### src/rtl/f2i_pkg.sv
// Shared types for the binary64-to-int32 truncating converter.
// Assumes: the flag order below is the public encoding of out_flags.
package f2i_pkg;

    // Operand class decided from the exponent and fraction fields.
    typedef enum logic [2:0] {
        CLS_ZERO,
        CLS_SUBN,
        CLS_NORM,
        CLS_INF,
        CLS_QNAN,
        CLS_SNAN
    } cls_t;

    // Status bits, MSB first: exception summary, invalid summary, inexact,
    // signalling NaN, invalid conversion.
    typedef struct packed {
        logic fx;
        logic vx;
        logic xx;
        logic snan;
        logic inv;
    } cvt_flags_t;

endpackage

### src/rtl/f2i_unpack.sv
// Splits a binary64 word into sign, class, unbiased exponent and significand.
// Assumes: IEEE-754 layout sign | exponent | fraction, the fraction MSB being
// the quiet bit for NaNs.
module f2i_unpack
    import f2i_pkg::*;
#(
    parameter int EXP_W  = 11,
    parameter int FRAC_W = 52,
    localparam int DBL_W = 1 + EXP_W + FRAC_W,
    localparam int SIG_W = FRAC_W + 1,
    localparam int UNB_W = EXP_W + 2
) (
    input  logic                    [DBL_W-1:0] operand,
    output logic                                sign,
    output cls_t                                cls,
    output logic signed             [UNB_W-1:0] exp_unb,
    output logic                    [SIG_W-1:0] sig
);

    localparam int               BIAS    = (1 << (EXP_W - 1)) - 1;
    localparam logic [EXP_W-1:0] EXP_TOP = '1;

    logic [EXP_W-1:0]  exp_f;
    logic [FRAC_W-1:0] frac;

    // Field extraction and classification.
    always_comb begin
        sign    = operand[DBL_W-1];
        exp_f   = operand[DBL_W-2 -: EXP_W];
        frac    = operand[FRAC_W-1:0];
        exp_unb = $signed({2'b00, exp_f}) - $signed(UNB_W'(BIAS));
        sig     = {1'b1, frac};
        if (exp_f == '0) begin
            cls = (frac == '0) ? CLS_ZERO : CLS_SUBN;
        end else if (exp_f == EXP_TOP) begin
            if (frac == '0)             cls = CLS_INF;
            else if (frac[FRAC_W-1])    cls = CLS_QNAN;
            else                        cls = CLS_SNAN;
        end else begin
            cls = CLS_NORM;
        end
    end

endmodule

### src/rtl/f2i_align.sv
// Right-shifts the significand of a normal operand to its integer magnitude
// and ORs the discarded bits into a sticky "lost" indication.
// Assumes: FRAC_W >= INT_W - 1, so every in-window shift is non-negative.
module f2i_align #(
    parameter int EXP_W  = 11,
    parameter int FRAC_W = 52,
    parameter int INT_W  = 32,
    localparam int SIG_W = FRAC_W + 1,
    localparam int UNB_W = EXP_W + 2,
    localparam int MAG_W = INT_W + 1,
    localparam int SH_W  = $clog2(SIG_W) + 1
) (
    input  logic        [SIG_W-1:0] sig,
    input  logic signed [UNB_W-1:0] exp_unb,
    output logic        [MAG_W-1:0] mag,
    output logic                    lost,
    output logic                    big
);

    logic [SH_W-1:0]  sh;
    logic [SIG_W-1:0] lost_mask;

    // Shift window: below 1.0 everything is lost, at 2^INT_W and up it is too big.
    always_comb begin
        mag       = '0;
        lost      = 1'b0;
        big       = 1'b0;
        sh        = '0;
        lost_mask = '0;
        if (exp_unb < 0) begin
            lost = |sig;
        end else if (exp_unb >= $signed(UNB_W'(INT_W))) begin
            big = 1'b1;
        end else begin
            sh        = SH_W'(FRAC_W) - SH_W'(exp_unb);
            mag       = MAG_W'(sig >> sh);
            lost_mask = (SIG_W'(1) << sh) - SIG_W'(1);
            lost      = |(sig & lost_mask);
        end
    end

endmodule

### src/rtl/f2i_pack.sv
// Applies sign, saturation and the NaN marker, and derives the status and
// condition bits.
// Assumes: mag and lost are meaningful only for CLS_NORM.
module f2i_pack
    import f2i_pkg::*;
#(
    parameter int INT_W  = 32,
    localparam int MAG_W = INT_W + 1
) (
    input  logic             sign,
    input  cls_t             cls,
    input  logic [MAG_W-1:0] mag,
    input  logic             lost,
    input  logic             big,
    input  logic             record,
    output logic [INT_W-1:0] res,
    output cvt_flags_t       flags,
    output logic [3:0]       cond
);

    localparam logic [INT_W-1:0] POS_MAX = {1'b0, {(INT_W-1){1'b1}}};
    localparam logic [INT_W-1:0] NEG_MIN = {1'b1, {(INT_W-1){1'b0}}};
    localparam logic [MAG_W-1:0] NEG_LIM = {2'b01, {(INT_W-1){1'b0}}};

    logic ovf;

    // Range test on the truncated magnitude: the negative side reaches one further.
    always_comb begin
        ovf = big | (sign ? (mag > NEG_LIM) : (mag >= NEG_LIM));
    end

    // Result selection and flag generation per operand class.
    always_comb begin
        res   = '0;
        flags = '0;
        unique case (cls)
            CLS_ZERO: res = '0;
            CLS_SUBN: flags.xx = 1'b1;
            CLS_INF: begin
                flags.inv = 1'b1;
                res       = sign ? NEG_MIN : POS_MAX;
            end
            CLS_QNAN: begin
                flags.inv = 1'b1;
                res       = NEG_MIN;
            end
            CLS_SNAN: begin
                flags.inv  = 1'b1;
                flags.snan = 1'b1;
                res        = NEG_MIN;
            end
            default: begin
                if (ovf) begin
                    flags.inv = 1'b1;
                    res       = sign ? NEG_MIN : POS_MAX;
                end else begin
                    res      = sign ? (INT_W'(0) - mag[INT_W-1:0]) : mag[INT_W-1:0];
                    flags.xx = lost;
                end
            end
        endcase
        flags.vx = flags.inv;
        flags.fx = flags.inv | flags.xx;
        cond     = record ? {flags.fx, 1'b0, flags.vx, 1'b0} : 4'b0000;
    end

endmodule

### src/rtl/dbl_to_i32_trunc.sv
// Top: truncating binary64 -> int32 converter with one register stage and a
// valid/ready handshake on both sides.
// Assumes: a response is held until out_ready; a new operand is taken only
// when the output slot is empty or being drained in the same cycle.
module dbl_to_i32_trunc
    import f2i_pkg::*;
#(
    parameter int EXP_W  = 11,
    parameter int FRAC_W = 52,
    parameter int INT_W  = 32,
    localparam int DBL_W = 1 + EXP_W + FRAC_W,
    localparam int SIG_W = FRAC_W + 1,
    localparam int UNB_W = EXP_W + 2,
    localparam int MAG_W = INT_W + 1,
    localparam int FLG_W = $bits(cvt_flags_t),
    localparam int PAD_W = DBL_W - INT_W
) (
    input  logic             clk,
    input  logic             rst_n,
    input  logic             in_valid,
    output logic             in_ready,
    input  logic [DBL_W-1:0] in_operand,
    input  logic             in_record,
    output logic             out_valid,
    input  logic             out_ready,
    output logic [DBL_W-1:0] out_result,
    output logic [FLG_W-1:0] out_flags,
    output logic [3:0]       out_cond
);

    logic                    sign;
    cls_t                    cls;
    logic signed [UNB_W-1:0] exp_unb;
    logic [SIG_W-1:0]        sig;
    logic [MAG_W-1:0]        mag;
    logic                    lost;
    logic                    big;
    logic [INT_W-1:0]        nxt_res;
    cvt_flags_t              nxt_flags;
    logic [3:0]              nxt_cond;

    f2i_unpack #(.EXP_W(EXP_W), .FRAC_W(FRAC_W)) u_unpack (
        .operand (in_operand),
        .sign    (sign),
        .cls     (cls),
        .exp_unb (exp_unb),
        .sig     (sig)
    );

    f2i_align #(.EXP_W(EXP_W), .FRAC_W(FRAC_W), .INT_W(INT_W)) u_align (
        .sig     (sig),
        .exp_unb (exp_unb),
        .mag     (mag),
        .lost    (lost),
        .big     (big)
    );

    f2i_pack #(.INT_W(INT_W)) u_pack (
        .sign    (sign),
        .cls     (cls),
        .mag     (mag),
        .lost    (lost),
        .big     (big),
        .record  (in_record),
        .res     (nxt_res),
        .flags   (nxt_flags),
        .cond    (nxt_cond)
    );

    // Slot is free when empty or when its content leaves this cycle.
    assign in_ready = !out_valid || out_ready;

    // Output register: load on accept, clear valid on drain.
    always_ff @(posedge clk) begin
        if (!rst_n) begin
            out_valid  <= 1'b0;
            out_result <= '0;
            out_flags  <= '0;
            out_cond   <= '0;
        end else if (in_valid && in_ready) begin
            out_valid  <= 1'b1;
            out_result <= {{PAD_W{1'b0}}, nxt_res};
            out_flags  <= nxt_flags;
            out_cond   <= nxt_cond;
        end else if (out_ready) begin
            out_valid  <= 1'b0;
        end
    end

endmodule

### config.mk
export PLATFORM = sky130hd
export DESIGN_NAME = dbl_to_i32_trunc
export DESIGN_NICKNAME = d
export VERILOG_FILES = /design/src/rtl/f2i_pkg.sv /design/src/rtl/f2i_unpack.sv /design/src/rtl/f2i_align.sv /design/src/rtl/f2i_pack.sv /design/src/rtl/dbl_to_i32_trunc.sv
export SDC_FILE = /design/constraint.sdc
export NUM_CORES = 1
export LEC_CHECK = 0
export CAP_MARGIN = 15
export CORE_MARGIN = 2
export CORE_UTILIZATION = 33
export CTS_BUF_LIST = sky130_fd_sc_hd__clkbuf_16
export CTS_CLUSTER_DIAMETER = 60
export DETAILED_ROUTE_END_ITERATION = 10
export GPL_TIMING_DRIVEN = 0
export SYNTH_ARGS = -nofsm -noshare
export SYNTH_HDL_FRONTEND = slang
export SYNTH_SLANG_ARGS = --single-unit
### constraint.sdc
create_clock -name clk -period 8.1 [get_ports clk]
set_input_delay 1.62 -clock clk [delete_from_list [all_inputs] [get_ports clk]]
set_output_delay 1.62 -clock clk [all_outputs]
set_load 0.03 [all_outputs]
==> results.cfg <==
[placement]
gp_congestion = 1.03
hpwlAfterDp_mm = 41.1
io_buffers = 106
pre_cts_ws_ns = -1.66

[logic_synthesis]
synth_seq_cells = 39
ys_seq_area_share_pct = 8.24
ys_types = 96
async_reset_ff_share_pct = 0
synth_edf_count = 0
synth_warnings = 0
synth_ff_type = dfxtp_1
syn-cell-area_sq_mm = 0.00947
avgSynthCellArea_sq_um = 7.38
synthCells = 1284

[sta]
finalHoldViolations = 0
fin_skew_ns = 0.00621
layout_worst_path_cycle_share_pct = 96.7
drv_slew = 0
fin_ws_ns = 0.270
hold_slack_ns = 0.461
max_freq_mhz = 128
tightest_slew_ns = 1.26
report.final.setup_viol = 0
fin_crit_ns = 7.83
maxSlewHeadroom_pct = 15.3
rsz0062_at_grt = no

[final_layout]
insertedDiodeCount = 0
seq_area_sq_um = 781
utilization_pct = 40.0
finalNetCount = 1504
multi_input_area_sq_mm = 0.00798
final_layout_size_suffix_gt1_share_pct = 15.7
fill_cells = 3004
area_delta_synth_final_pct = 20.1

[clock_network]
clkTransAtPathRegs_ns = 0.06
numCtsBuffers = 5
post-cts-setup-buffers = 0
hold_buffers = 0
cts_sinks = 39
cts_tree = yes
insertion_delay_ns = 0.29
clockBufferDepth = 2
cts_root_buf = clkbuf_16
htreeDepth = 2

[drt]
antenna_left = 0
totalWireLength_mm = 51.3
vias = 12300
detail_route.wl_per_cell_um = 28.3
viasPerCell = 6.79
drc = 0
drt_iter0_markers = 1836
first_pass_iters = 7

[worst_hold_path]
holdPathStages = 2
hp-class = reg2reg
worst_hold_startpoint = out_cond[1]$_SDFFE_PN0P_
hold_path_end = out_cond[1]$_SDFFE_PN0P_

[global_routing]
grt.total_usage_pct = 32.9
grt_pass1_vias = 11400
antenna_found_initial = 1
grt_pass1_wl_mm = 75.7
grt_max_degree = 20
gr-total-overflow = 0

[die]
die_area_sq_mm = 0.0301
initial_utilization_pct = 33.3
core_sq_mm = 0.0285
placementRows = 62
fp.dieH_um = 173
io_pins = 144
die_w_um = 173

[critical_path]
cp-end-kind = register
worstSetupPathType = in2reg
rrSetupSlack_ns = 5.54
cp_max_fo = 19
worstPathRequired_ns = 8.27
timing.rr.end = out_result[11]$_SDFFE_PN0P_
reg2reg_depth = 7
arrival_ns = 8.00
rr_startpoint = out_valid$_SDFFE_PN0P_
start_kind = primary input

[pwr]
combPwrFrac_pct = 69.0
p_sw_share_pct = 50.5
p_leak_nw = 4.02
p_per_area_mw_per_mm2 = 124
p_sw_uw = 711
irDropWorstVdd_v = 0.0000970
p_int_uw = 696
power_frac_clock_pct = 15.7
seqPwrFrac_pct = 15.3

[run]
maxCapViolCount = 0

[run_status]
status = finished clean
-- cell usage in the layout, fill, tap and decap left out, types with 9 or more instances in the layout --
cell             instances
o221ai_1                19
nor2_1                 117
nor4_1                  24
nand4_1                 27
and3_1                  10
a21o_1                  12
a31oi_1                 19
inv_1                   19
dfxtp_1                 39
a211oi_1                26
conb_1                  34
nand3_1                 46
nor2b_1                 12
buf_4                   45
or2_2                    9
nand2_1                123
nand2b_1                11
o21ai_0                 99
xnor2_1                 15
buf_1                    9
o211ai_1                23
or3_1                   10
buf_2                   31
a21oi_1                 87
clkbuf_1                50
o22ai_1                 20
mux4_2                  70
nor3_1                  45
mux2i_1                 33
clkdlybuf4s50_1        104
and2_1                  20
o31ai_1                 13
-- final cells by class --
type	count	share of cell area (%)
Buffer	144	7.33
Inverter	22	0.726
Clock inverter	3	0.341
Tap cell	384	4.22
Sequential cell	39	6.86
Multi-Input combinational cell	1110	70.1
Clock buffer	5	1.10
Timing Repair Buffer	106	9.31
-- flip-flops by register name (all words and copies together), names as in the netlist --
register,count
out_flags,4
out_valid,1
out_cond,2
out_result,32
-- kinds of logic (layout without fill, tap and decap cells) --
| logic type | Yosys count | count (layout) | share of synthesized area (%) |
|---|---|---|---|
| xor gates and xnor gates | 23 | 23 | 2.13 |
| muxes | 109 | 109 | 20.8 |
| and+or+nand+nor | 494 | 494 | 26.2 |
| adders and majority gates | 7 | 7 | 0.925 |
| AOI/OAI and AO/OA | 443 | 443 | 32.1 |
| buffers and inverters | 168 | 280 | 9.51 |
| other | 1 | 34 | 0.0396 |
| DFF | 39 | 39 | 8.24 |
-- per-stage QoR --
step	cell area (sq um)	cells	setup TNS [ns]	power, mW
finish	11400	1813	0	1.41
floorplan	9590	1317	0	0.816
CTS	11300	1813	0	1.37
detailed placement	11100	1807	-11.95	1.14
global placement	11100	1807	-11.14	1.15
global route	11400	1813	0	1.45
-- synthesized netlist by cell type (all sizes together) (6+ instances only) --
cell type  count  share of area, %
a31oi         19               1.3
a211oi        28               2.3
o31ai         13               1.0
clkbuf        52               2.1
and2          21               1.4
o221ai        19               1.8
a41oi          7              0.65
a2111oi        6              0.55
xor2           8              0.74
o22ai         20               1.3
nor3          46               2.5
mux2           6              0.71
inv           20              0.79
nand2        124               4.9
ha             7              0.92
nand4         28               2.0
buf           94               6.6
nor2b         12              0.79
o21ai        105               5.6
nand3         46               2.4
a22oi          8              0.63
o2111ai        7              0.65
o21a           8              0.63
a21oi         92               5.0
a21o          12              0.95
mux2i         33               3.5
a221oi         7              0.65
or2            9              0.59
mux4          70                17
xnor2         15               1.4
nand2b        12              0.79
or3           11              0.78
nor2         121               4.8
and3          10              0.66
nor4          28               2.2
and3b          6              0.55
o211ai        23               1.8
dfxtp         39               8.2
-- layer usage --
metal | wire, um | global-route usage, % | vias up
li1 | - | - | 5248
met2 | 22200 | 51.2 | 1014
met1 | 20300 | 44.7 | 5861
met3 | 6290 | 6.58 | 186
met4 | 2460 | 12.8 | 0
met5 | 0 | 0 | -
-- worst max-delay path, cell delays in order --
cell	delay, ns
buf_2	0.21
buf_6	0.21
buf_12	0.19
buf_4	0.20
inv_1	0.12
ha_2	0.39
buf_6	0.19
nand2b_1	0.08
a311o_1	0.38
a21o_1	0.24
or2_2	0.35
nand2_2	0.19
nand2_1	0.10
ha_2	0.32
inv_1	0.04
a32oi_2	0.20
o21ai_1	0.20
a211o_1	0.35
a41oi_1	0.26
o211ai_1	0.16
a2111oi_2	0.32
nand4_1	0.22
or4_1	0.56
or4_4	0.55
a32oi_2	0.20
o31ai_1	0.10
-- power by group through the flow --
stage | Combinational (mW) | Sequential (mW) | Clock (mW)
6_report | 0.971 | 0.215 | 0.221
5_1_grt | 1.01 | 0.217 | 0.228
4_1_cts | 0.930 | 0.215 | 0.221
3_5_place_dp | 0.924 | 0.219 | 0
3_3_place_gp | 0.933 | 0.220 | 0
2_1_floorplan | 0.567 | 0.249 | 0
-- how the worst max path moves through the flow --
stage                   startpoint  slack (ns)  depth (start not counted)                         to
floorplan           in_operand[52]        1.13                         26   out_cond[3]$_SDFFE_PN0P_
global placement    in_operand[52]       -1.80                         27  out_flags[4]$_SDFFE_PN0P_
detailed placement  in_operand[52]       -1.66                         27   out_cond[3]$_SDFFE_PN0P_
CTS                 in_operand[52]        0.02                         25   out_cond[3]$_SDFFE_PN0P_
global route        in_operand[52]        0.08                         26   out_cond[3]$_SDFFE_PN0P_
finish              in_operand[52]        0.27                         26   out_cond[3]$_SDFFE_PN0P_
-- what timing repair did --
| action | CTS | global route |
|---|---|---|
| endpoints found under the hold margin | 0 | 0 |
| resized for setup | 19 | 12 |
| pin swaps | 0 | 1 |
| setup endpoints to repair | 14 | 3 |
No activity file was read; power rests on OpenSTA's default activity.
